===== src/rtl/rtc_cal_pkg.sv =====
package rtc_cal_pkg;
  localparam int unsigned NUM_FIELDS = 8;
  localparam int unsigned F_SEC  = 0;
  localparam int unsigned F_MIN  = 1;
  localparam int unsigned F_HR   = 2;
  localparam int unsigned F_DOW  = 3;
  localparam int unsigned F_DATE = 4;
  localparam int unsigned F_MON  = 5;
  localparam int unsigned F_YR   = 6;
  localparam int unsigned F_CEN  = 7;

  typedef logic [7:0] bcd_t;
  typedef bcd_t [NUM_FIELDS-1:0] cal_t;

  localparam cal_t CAL_RESET = {8'h20, 8'h00, 8'h01, 8'h01, 8'h01, 8'h00, 8'h00, 8'h00};

  function automatic bcd_t bcd_inc(bcd_t v);
    if (v[3:0] >= 4'd9) return {v[7:4] + 4'd1, 4'd0};
    return v + 8'd1;
  endfunction

  // divisible by 4: even tens with ones 0/4/8, odd tens with ones 2/6
  function automatic logic bcd_div4(bcd_t v);
    if (!v[4]) return (v[3:0] == 4'd0) || (v[3:0] == 4'd4) || (v[3:0] == 4'd8);
    return (v[3:0] == 4'd2) || (v[3:0] == 4'd6);
  endfunction

  function automatic bcd_t month_last(bcd_t mon, logic leap);
    case (mon)
      8'h02:                      return leap ? 8'h29 : 8'h28;
      8'h04, 8'h06, 8'h09, 8'h11: return 8'h30;
      default:                    return 8'h31;
    endcase
  endfunction
endpackage


===== src/rtl/rtc_tick_div.sv =====
module rtc_tick_div #(
  parameter int unsigned DIV = 32768
) (
  input  logic clk_i,
  input  logic rst_ni,
  input  logic en_i,
  input  logic run_i,
  output logic tick_o
);
  localparam int unsigned CW = (DIV > 1) ? $clog2(DIV) : 1;
  localparam logic [CW-1:0] LAST = CW'(DIV - 1);

  logic [CW-1:0] cnt_q;
  logic          step;

  assign step   = en_i && run_i;
  assign tick_o = step && (cnt_q == LAST);

  always_ff @(posedge clk_i or negedge rst_ni) begin
    if (!rst_ni)     cnt_q <= '0;
    else if (tick_o) cnt_q <= '0;
    else if (step)   cnt_q <= cnt_q + 1'b1;
  end
endmodule


===== src/rtl/rtc_time_adv.sv =====
module rtc_time_adv
  import rtc_cal_pkg::*;
(
  input  cal_t cur_i,
  output cal_t nxt_o
);
  logic leap;
  logic c_sec, c_min, c_hr, c_day, c_mon, c_yr;

  always_comb begin
    leap = (cur_i[F_YR] == 8'h00) ? bcd_div4(cur_i[F_CEN]) : bcd_div4(cur_i[F_YR]);
    c_sec = cur_i[F_SEC] == 8'h59;
    c_min = c_sec && (cur_i[F_MIN] == 8'h59);
    c_hr  = c_min && (cur_i[F_HR] == 8'h23);
    c_day = c_hr && (cur_i[F_DATE] == month_last(cur_i[F_MON], leap));
    c_mon = c_day && (cur_i[F_MON] == 8'h12);
    c_yr  = c_mon && (cur_i[F_YR] == 8'h99);

    nxt_o = cur_i;
    nxt_o[F_SEC] = c_sec ? 8'h00 : bcd_inc(cur_i[F_SEC]);
    if (c_sec) nxt_o[F_MIN] = c_min ? 8'h00 : bcd_inc(cur_i[F_MIN]);
    if (c_min) nxt_o[F_HR]  = c_hr  ? 8'h00 : bcd_inc(cur_i[F_HR]);
    if (c_hr) begin
      nxt_o[F_DOW]  = (cur_i[F_DOW] == 8'h07) ? 8'h01 : bcd_inc(cur_i[F_DOW]);
      nxt_o[F_DATE] = c_day ? 8'h01 : bcd_inc(cur_i[F_DATE]);
    end
    if (c_day) nxt_o[F_MON] = c_mon ? 8'h01 : bcd_inc(cur_i[F_MON]);
    if (c_mon) nxt_o[F_YR]  = c_yr  ? 8'h00 : bcd_inc(cur_i[F_YR]);
    if (c_yr)  nxt_o[F_CEN] = (cur_i[F_CEN] == 8'h99) ? 8'h00 : bcd_inc(cur_i[F_CEN]);
  end
endmodule


===== src/rtl/bcd_calendar_clock.sv =====
module bcd_calendar_clock
  import rtc_cal_pkg::*;
#(
  parameter int unsigned TICK_DIV = 32768,
  parameter int unsigned ADDR_W   = 5
) (
  input  logic              clk_i,
  input  logic              rst_ni,
  input  logic              tick_en_i,
  input  logic              cs_ni,
  input  logic              oe_ni,
  input  logic              we_ni,
  input  logic [ADDR_W-1:0] addr_i,
  input  logic [7:0]        wdata_i,
  output logic [7:0]        rdata_o
);
  localparam int unsigned FW = $clog2(NUM_FIELDS);
  localparam logic [ADDR_W-1:0] CTRL_ADDR = ADDR_W'(15);
  localparam int unsigned TE_BIT  = 7;
  localparam int unsigned OSC_BIT = 6;

  cal_t live_q, live_d, ext_q, ext_d, adv;
  logic [NUM_FIELDS-1:0] dirty_q, dirty_d;
  logic te_q, te_d, osc_off_q, osc_off_d;
  logic host_wr, host_rd, field_hit, ctrl_hit, commit, sec_tick;
  logic [FW-1:0] field_idx;

  assign host_wr   = !cs_ni && !we_ni;
  assign host_rd   = !cs_ni && we_ni && !oe_ni;
  assign field_hit = addr_i < ADDR_W'(NUM_FIELDS);
  assign ctrl_hit  = addr_i == CTRL_ADDR;
  assign field_idx = addr_i[FW-1:0];
  assign commit    = host_wr && ctrl_hit && wdata_i[TE_BIT] && !te_q;

  rtc_tick_div #(.DIV(TICK_DIV)) u_div (
    .clk_i (clk_i),
    .rst_ni(rst_ni),
    .en_i  (tick_en_i),
    .run_i (!osc_off_q),
    .tick_o(sec_tick)
  );

  rtc_time_adv u_adv (
    .cur_i(live_q),
    .nxt_o(adv)
  );

  always_comb begin
    live_d    = live_q;
    ext_d     = ext_q;
    dirty_d   = dirty_q;
    te_d      = te_q;
    osc_off_d = osc_off_q;

    // release: staged bytes override live fields, host wins over a coincident tick
    if (commit) begin
      for (int i = 0; i < NUM_FIELDS; i++)
        if (dirty_q[i]) live_d[i] = ext_q[i];
      dirty_d = '0;
    end else if (sec_tick) begin
      live_d = adv;
    end

    if (host_wr && field_hit && te_q) live_d[field_idx] = wdata_i;

    if (host_wr && ctrl_hit) begin
      te_d      = wdata_i[TE_BIT];
      osc_off_d = wdata_i[OSC_BIT];
    end

    if (te_q) begin
      ext_d = live_d;
    end else if (host_wr && field_hit) begin
      ext_d[field_idx]   = wdata_i;
      dirty_d[field_idx] = 1'b1;
    end
  end

  always_ff @(posedge clk_i or negedge rst_ni) begin
    if (!rst_ni) begin
      live_q    <= CAL_RESET;
      ext_q     <= CAL_RESET;
      dirty_q   <= '0;
      te_q      <= 1'b1;
      osc_off_q <= 1'b0;
    end else begin
      live_q    <= live_d;
      ext_q     <= ext_d;
      dirty_q   <= dirty_d;
      te_q      <= te_d;
      osc_off_q <= osc_off_d;
    end
  end

  always_comb begin
    rdata_o = 8'h00;
    if (host_rd) begin
      if (field_hit)     rdata_o = ext_q[field_idx];
      else if (ctrl_hit) rdata_o = {te_q, osc_off_q, 6'b0};
    end
  end
endmodule



===== config.mk =====
export PLATFORM = sky130hd
export DESIGN_NAME = bcd_calendar_clock
export DESIGN_NICKNAME = d
export VERILOG_FILES = /design/src/rtl/rtc_cal_pkg.sv /design/src/rtl/rtc_tick_div.sv /design/src/rtl/rtc_time_adv.sv /design/src/rtl/bcd_calendar_clock.sv
export SDC_FILE = /design/constraint.sdc
export NUM_CORES = 1
export LEC_CHECK = 0
export BUFFER_PORTS_ARGS = -buffer_cell sky130_fd_sc_hd__buf_2
export CAP_MARGIN = 0
export CELL_PAD_IN_SITES_DETAIL_PLACEMENT = 0
export CELL_PAD_IN_SITES_GLOBAL_PLACEMENT = 1
export CORE_MARGIN = 5
export CORE_UTILIZATION = 44
export DETAILED_ROUTE_END_ITERATION = 16
export PLACE_DENSITY_LB_ADDON = 0.1
export SLEW_MARGIN = 40
export SYNTH_ARGS = -nofsm -noshare
export SYNTH_HDL_FRONTEND = slang
export SYNTH_SLANG_ARGS = --single-unit

===== constraint.sdc =====
create_clock -name clk_i -period 2.55 [get_ports clk_i]
set_input_delay 0.51 -clock clk_i [delete_from_list [all_inputs] [get_ports clk_i]]
set_output_delay 0.51 -clock clk_i [all_outputs]
set_load 0.05 [all_outputs]

==> flow_summary.ini, run 1 <==
[timing]
fin_crit_sh_pct = 114
finalWorstSetupSlack_ns = -0.347
rsz0062_at_grt = yes
finalSetupViolations = 55
fmax_mhz = 345
min_period_ns = 2.90
setup_tns_ns = -6.49
tightest_slew_ns = 0.692
maxSlewViolCount = 0
slew_headroom_pct = 53.4
skew_ns = 0.0182
hold_violations = 0

[synth]
async_flop_share_pct = 100
ys_warn_count = 0
ys_seq_area_share_pct = 36.2
synthDistinctLibCells = 83
synth_edf_count = 0
ys_top_cells_by_area = dfrtp_1, ha_1, nand2_1, nor2_1, a21oi_1
netlist_area_mm2 = 0.0106
synthesis.nets = 1338
synth_seq_cells = 153
yosysTopAreaCell = dfrtp_1
syn_inst = 1272
synth_top_area_share_pct = 33.9
avgSynthCellArea_um2 = 8.35
synth_ff_type = dfrtp_1

[setup_path]
start_kind = register
cpMostUsedCell = mux2i_2
crit_type = reg -> reg
worstPathMaxFanout = 6
required_ns = 2.93
crit_chain = inv_2 -> ha_4 -> nand4bb_1 -> nor3_2 -> mux2i_2 -> mux2i_2 -> buf_4 -> nand4_4 -> or4_4 -> a31oi_1 -> a21o_1
startpoint = live_q[49]
r2r-start = live_q[49]
cp-end-kind = register
arrival_ns = 3.28
cpMaxStageDelayCell = or4_4
max_stage_delay_ns = 0.56

[clock_network]
cts_buffer_depth = 2
cts_root_buf = clkbuf_16
htreeDepth = 4
cts_tree = built
cts.sinks = 153
cts_buffers = 17
cts.clk_slew.worst_paths_ns = 0.07
clock_latency_ns = 0.44

[finish]
n_antenna_cell = 0
final_common_cell = buf_4
layout_common_cells = buf_4, dfrtp_1, nand2_1, nor2_1, a21oi_1
multiInputGateArea_mm2 = 0.00723
fin_area_mm2 = 0.0146
final_cell_count_no_fill = 1828
num-nets-final = 1562
drive_gt1_share_pct = 34.6
syn_to_final_growth_pct = 37.6
regArea_mm2 = 0.00385
fillCellCount = 2079

[grt]
grt_usage_pct = 28.8
grt_start_max_net_pins = 92
grt_pass1_vias = 10600
grt_pass1_wl_mm = 60.6
overflow = 0
grt_antenna_before_repair = 2

[floorplanning]
initial_core_util_pct = 45.0
num_rows = 56
die-area_mm2 = 0.0273
fp.dieH_um = 165
die_w_um = 165
core_region_area_mm2 = 0.0236
pin_count = 27

[placement]
dpl_cell_area_mm2 = 0.0128
dp.final_hpwl_mm = 27.5
place_congestion = 0.945
pre_cts_slack_ns = -0.277
io_buffers = 26
dp_cells = 1770

[status]
violations = setup timing
status = finished with violations

[detailed_routing]
drtIter0Drc = 1003
via_count = 10900
wl_mm = 38.8
via_per_inst = 5.97
drtPass1Iterations = 6
post-route-drc-count = 0
final_antenna_net_count = 0
wl_per_cell_um = 21.2

[pwr]
power_density_mw_per_mm2 = 587
irDropWorstVdd_v = 0.000364
p_leak_uw = 0.00637

[job]
maxCapViolCount = 0

[worst_hold_path]
hp-class = in -> async
repair_timing:
action,4_1_cts,5_1_grt
gates cloned,2,1
hold buffers,1,0
endpoints found under the hold margin,28,0
resized for setup,112,133
pin swaps,53,70
buffers inserted,14,12
endpoints found under the setup margin,83,104
report_power, final:
part	switching (uW)	leakage (uW)	internal, uW
clock network	1090	0.000289	1590
registers	623	0.00194	2940
logic	1200	0.00414	1140
per-layer routing:
metal  vias up  global-route usage, %  part of all wire, %
met5         -                      0                0.057
met1      5375                   39.8                   44
li1       5101                      -                    -
met3        65                   4.91                  5.6
met2       373                   45.7                   47
met4         4                   10.4                  3.1
state kept, by name, summed over array words and instances (netlist names):
signal and cells:
osc_off_q 1, u_div.cnt_q 15, te_q 1, live_q 64, dirty_q 8, ext_q 64
stage by stage:
stage          util (%)  hold WS [ns]  power [uW]
6_report           61.9         0.528        8580
4_1_cts            59.5         0.515        8460
5_1_grt            61.9         0.547        9000
2_1_floorplan         -         0.214        4660
3_3_place_gp       54.2         0.424        5640
3_5_place_dp       54.2         0.423        5680
cell usage after synthesis (all sizes together) (8+ instances only):
library cell  count
nor2b            10
o21ai           108
a22oi             8
o31ai            10
inv              43
dfstp             9
o22ai            16
nand4            17
nand2           138
mux2i            39
nand2b            9
xor2             13
a211oi           17
buf              17
a31oi            29
mux2             21
clkbuf           65
a22o             10
and3             24
a21o             18
dfrtp           144
nor3             31
nor2            136
o211ai           13
a21oi           100
ha               47
nand3            39
xnor2            12
nor4              9
worst max-delay path, delay by kind of cell (launching register included):
family	cells	cell delay, ns
AOI/OAI and AO/OA	2	0.36
muxes	2	0.63
and+or+nand+nor	4	1.07
DFF	1	0.39
adders and majority gates	1	0.13
buffers and inverters	2	0.26
logic make-up (layout without fill, tap and decap cells):
group	count (synthesis)	in the layout	synth area share [%]
buffers and inverters	125	362	4.48
muxes	64	64	6.79
DFF	153	153	36.2
AOI/OAI and AO/OA	395	395	23.7
and+or+nand+nor	463	463	21.3
xor gates and xnor gates	25	25	2.06
adders and majority gates	47	47	5.54
worst paths after layout:
kind,slack (ns),cells past startpoint,end
max,-0.35,11,ext_q[61]
min,0.53,2,u_div.cnt_q[8]
max reg2reg,-0.35,11,ext_q[61]
min reg2reg,0.55,2,ext_q[26]
max in group asynchronous,1.29,3,ext_q[61]
min in group clk_i,0.53,3,ext_q[30]
layout make-up:
cell class                 instances  share of cell area [%]
multi-input combinational        994                    49.5
sequential                       153                    26.3
timing repair buffer             287                    16.2
clock buffer                      21                    3.15
tap                              319                    2.73
inverter                          43                    1.12
clock inverter                    11                   0.993
Note: power is estimated with default switching activity, not from simulation.
==> run 2: changes to the inputs <==
--- a/config.mk
+++ b/config.mk
@@ -9,7 +9,7 @@
 export CAP_MARGIN = 0
 export CELL_PAD_IN_SITES_DETAIL_PLACEMENT = 0
 export CELL_PAD_IN_SITES_GLOBAL_PLACEMENT = 1
-export CORE_MARGIN = 5
+export CORE_MARGIN = 2
 export CORE_UTILIZATION = 44
 export DETAILED_ROUTE_END_ITERATION = 16
 export PLACE_DENSITY_LB_ADDON = 0.1
@@ -17,3 +17,4 @@
 export SYNTH_ARGS = -nofsm -noshare
 export SYNTH_HDL_FRONTEND = slang
 export SYNTH_SLANG_ARGS = --single-unit
+export TNS_END_PERCENT = 1
==> flow_summary.ini, run 2 (synthesis results as in run 1) <==
[status]
status = finished with violations
violations = setup timing

[clock_network]
cts.sinks = 153
cts_root_buf = clkbuf_16
holdBufCountCts = 0
cts_buffer_depth = 2
cts_tree = built
cts.clk_slew.worst_paths_ns = 0.07
cts_buffers = 17
htreeDepth = 4
clock_latency_ns = 0.44

[finish]
largestRegisters = ext_q (64), live_q (64), u_div.cnt_q (15)
drive_gt1_share_pct = 29.7
final_cell_count_no_fill = 1810
layout_common_cells = buf_4, dfrtp_1, nand2_1, nor2_1, a21oi_1
final_common_cell = buf_4
n_antenna_cell = 0
num-nets-final = 1544
syn_to_final_growth_pct = 30.1
utilization_pct = 58.5
fillCellCount = 2145

[grt]
grt_antenna_before_repair = 0
grt_pass1_vias = 10300
grt_pass1_wl_mm = 59.8
grt_usage_pct = 30.2
overflow = 0
grt_start_max_net_pins = 93

[timing]
whs_ns = 0.0394
hold_violations = 0
setup_tns_ns = -6.82
finalWorstSetupSlack_ns = -0.280
finalSetupViolations = 60
slew_headroom_pct = 60.9
skew_ns = 0.0109
min_period_ns = 2.83
rsz0062_at_grt = yes
tightest_slew_ns = 0.587
fmax_mhz = 353
fin_crit_sh_pct = 111
maxSlewViolCount = 0

[pwr]
power_density_mw_per_mm2 = 602
p_leak_uw = 0.00612
irDropWorstVdd_v = 0.000301
power_uw = 8320

[detailed_routing]
final_antenna_net_count = 0
wl_mm = 37.9
drtIter0Drc = 993
via_per_inst = 5.94
drtPass1Iterations = 6
via_count = 10800
post-route-drc-count = 0
wl_per_cell_um = 20.9

[floorplanning]
num_rows = 56
die_w_um = 159
initial_core_util_pct = 45.0
die-area_mm2 = 0.0254
core_region_area_mm2 = 0.0236
fp.dieH_um = 159
pin_count = 27

[setup_path]
arrival_ns = 3.16
cpMostUsedCell = o21ai_2
cpMaxStageDelayCell = dfstp_2
start_kind = register
max_stage_delay_ns = 0.54
crit_type = reg -> reg
required_ns = 2.88
cp.buffers_inverters = 2
worstPathMaxFanout = 6
cp-end-kind = register
cp_top_family = compound AO/OA/AOI/OAI gates
crit_chain = inv_2 -> ha_2 -> o21ai_2 -> o21ai_2 -> or4_4 -> o211ai_4 -> nand4_1 -> buf_4 -> o21ai_1 -> a21oi_1 -> a221o_1

[job]
maxCapViolCount = 0

[worst_hold_path]
hp-class = in -> async

[placement]
dp.final_hpwl_mm = 27.5
place_congestion = 0.899
dp_cells = 1776
io_buffers = 26
==> run 2: cell count changes in the layout (fill, tap and decap cells not counted), sizes merged <==
cell / before / now
buf: 283 / 267
bufinv: 3 / 1
dlygate4sd3: 1 / 0
inv: 44 / 50
clkinv: 4 / 0
bufbuf: 1 / 0
clkinvlp: 3 / 5
clkbuf: 23 / 21
==> run 2: worst register-to-register path: stages (launching register included) <==
cell,delay (ns)
dfstp_2,0.54
inv_2,0.05
ha_2,0.18
o21ai_2,0.17
o21ai_2,0.10
or4_4,0.50
o211ai_4,0.16
nand4_1,0.28
buf_4,0.25
o21ai_1,0.16
a21oi_1,0.10
a221o_1,0.26
==> run 2: path summary, 6_finish.rpt <==
path	start	end	slack [ns]	cells past startpoint
min	rst_ni	u_div.cnt_q[6]	0.04	1
max in group asynchronous	rst_ni	live_q[32]	1.75	2
min reg2reg	u_div.cnt_q[8]	u_div.cnt_q[8]	0.51	1
max	live_q[40]	live_q[52]	-0.28	11
min in group clk_i	wdata_i[7]	ext_q[47]	0.39	3
max reg2reg	live_q[40]	live_q[52]	-0.28	11
==> run 2: report_power, final <==
part / internal, uW / switching (uW)
registers: 2930 / 625
clock network: 1400 / 1170
logic: 1060 / 1130
total: 5390 / 2930
==> run 2: per-layer routing <==
metal  track usage [%]  wire [um]  vias to the layer above
met2              47.6      17400                      353
met5                 0          0                        -
met1              43.5      17400                     5298
met3              4.17       2340                       51
met4              8.31        816                        0
li1                  -          -                     5051
==> run 2: repair_timing <==
action                                 4_1_cts  5_1_grt
setup buffers                                1        1
pin swaps                                   16       22
setup endpoints to repair                  100      101
endpoints found under the hold margin        0        0
resized for setup                           49       79
gates cloned                                 0        0
==> run 2: cell type report <==
cell class	count	area, um2	share of cell area, %
Clock inverter	13	134	0.969
Clock buffer	19	443	3.21
Inverter	43	161	1.17
Tap cell	319	399	2.89
Timing Repair Buffer	269	2080	15.1
Multi-Input combinational cell	994	6750	48.9
Sequential cell	153	3840	27.8
==> run 2: stage by stage <==
step,instance area [um2],setup WS (ns)
floorplan,10600,-0.161
global placement,12700,-0.368
detailed placement,12700,-0.357
CTS,13500,-0.269
global route,13800,-0.426
finish,13800,-0.280
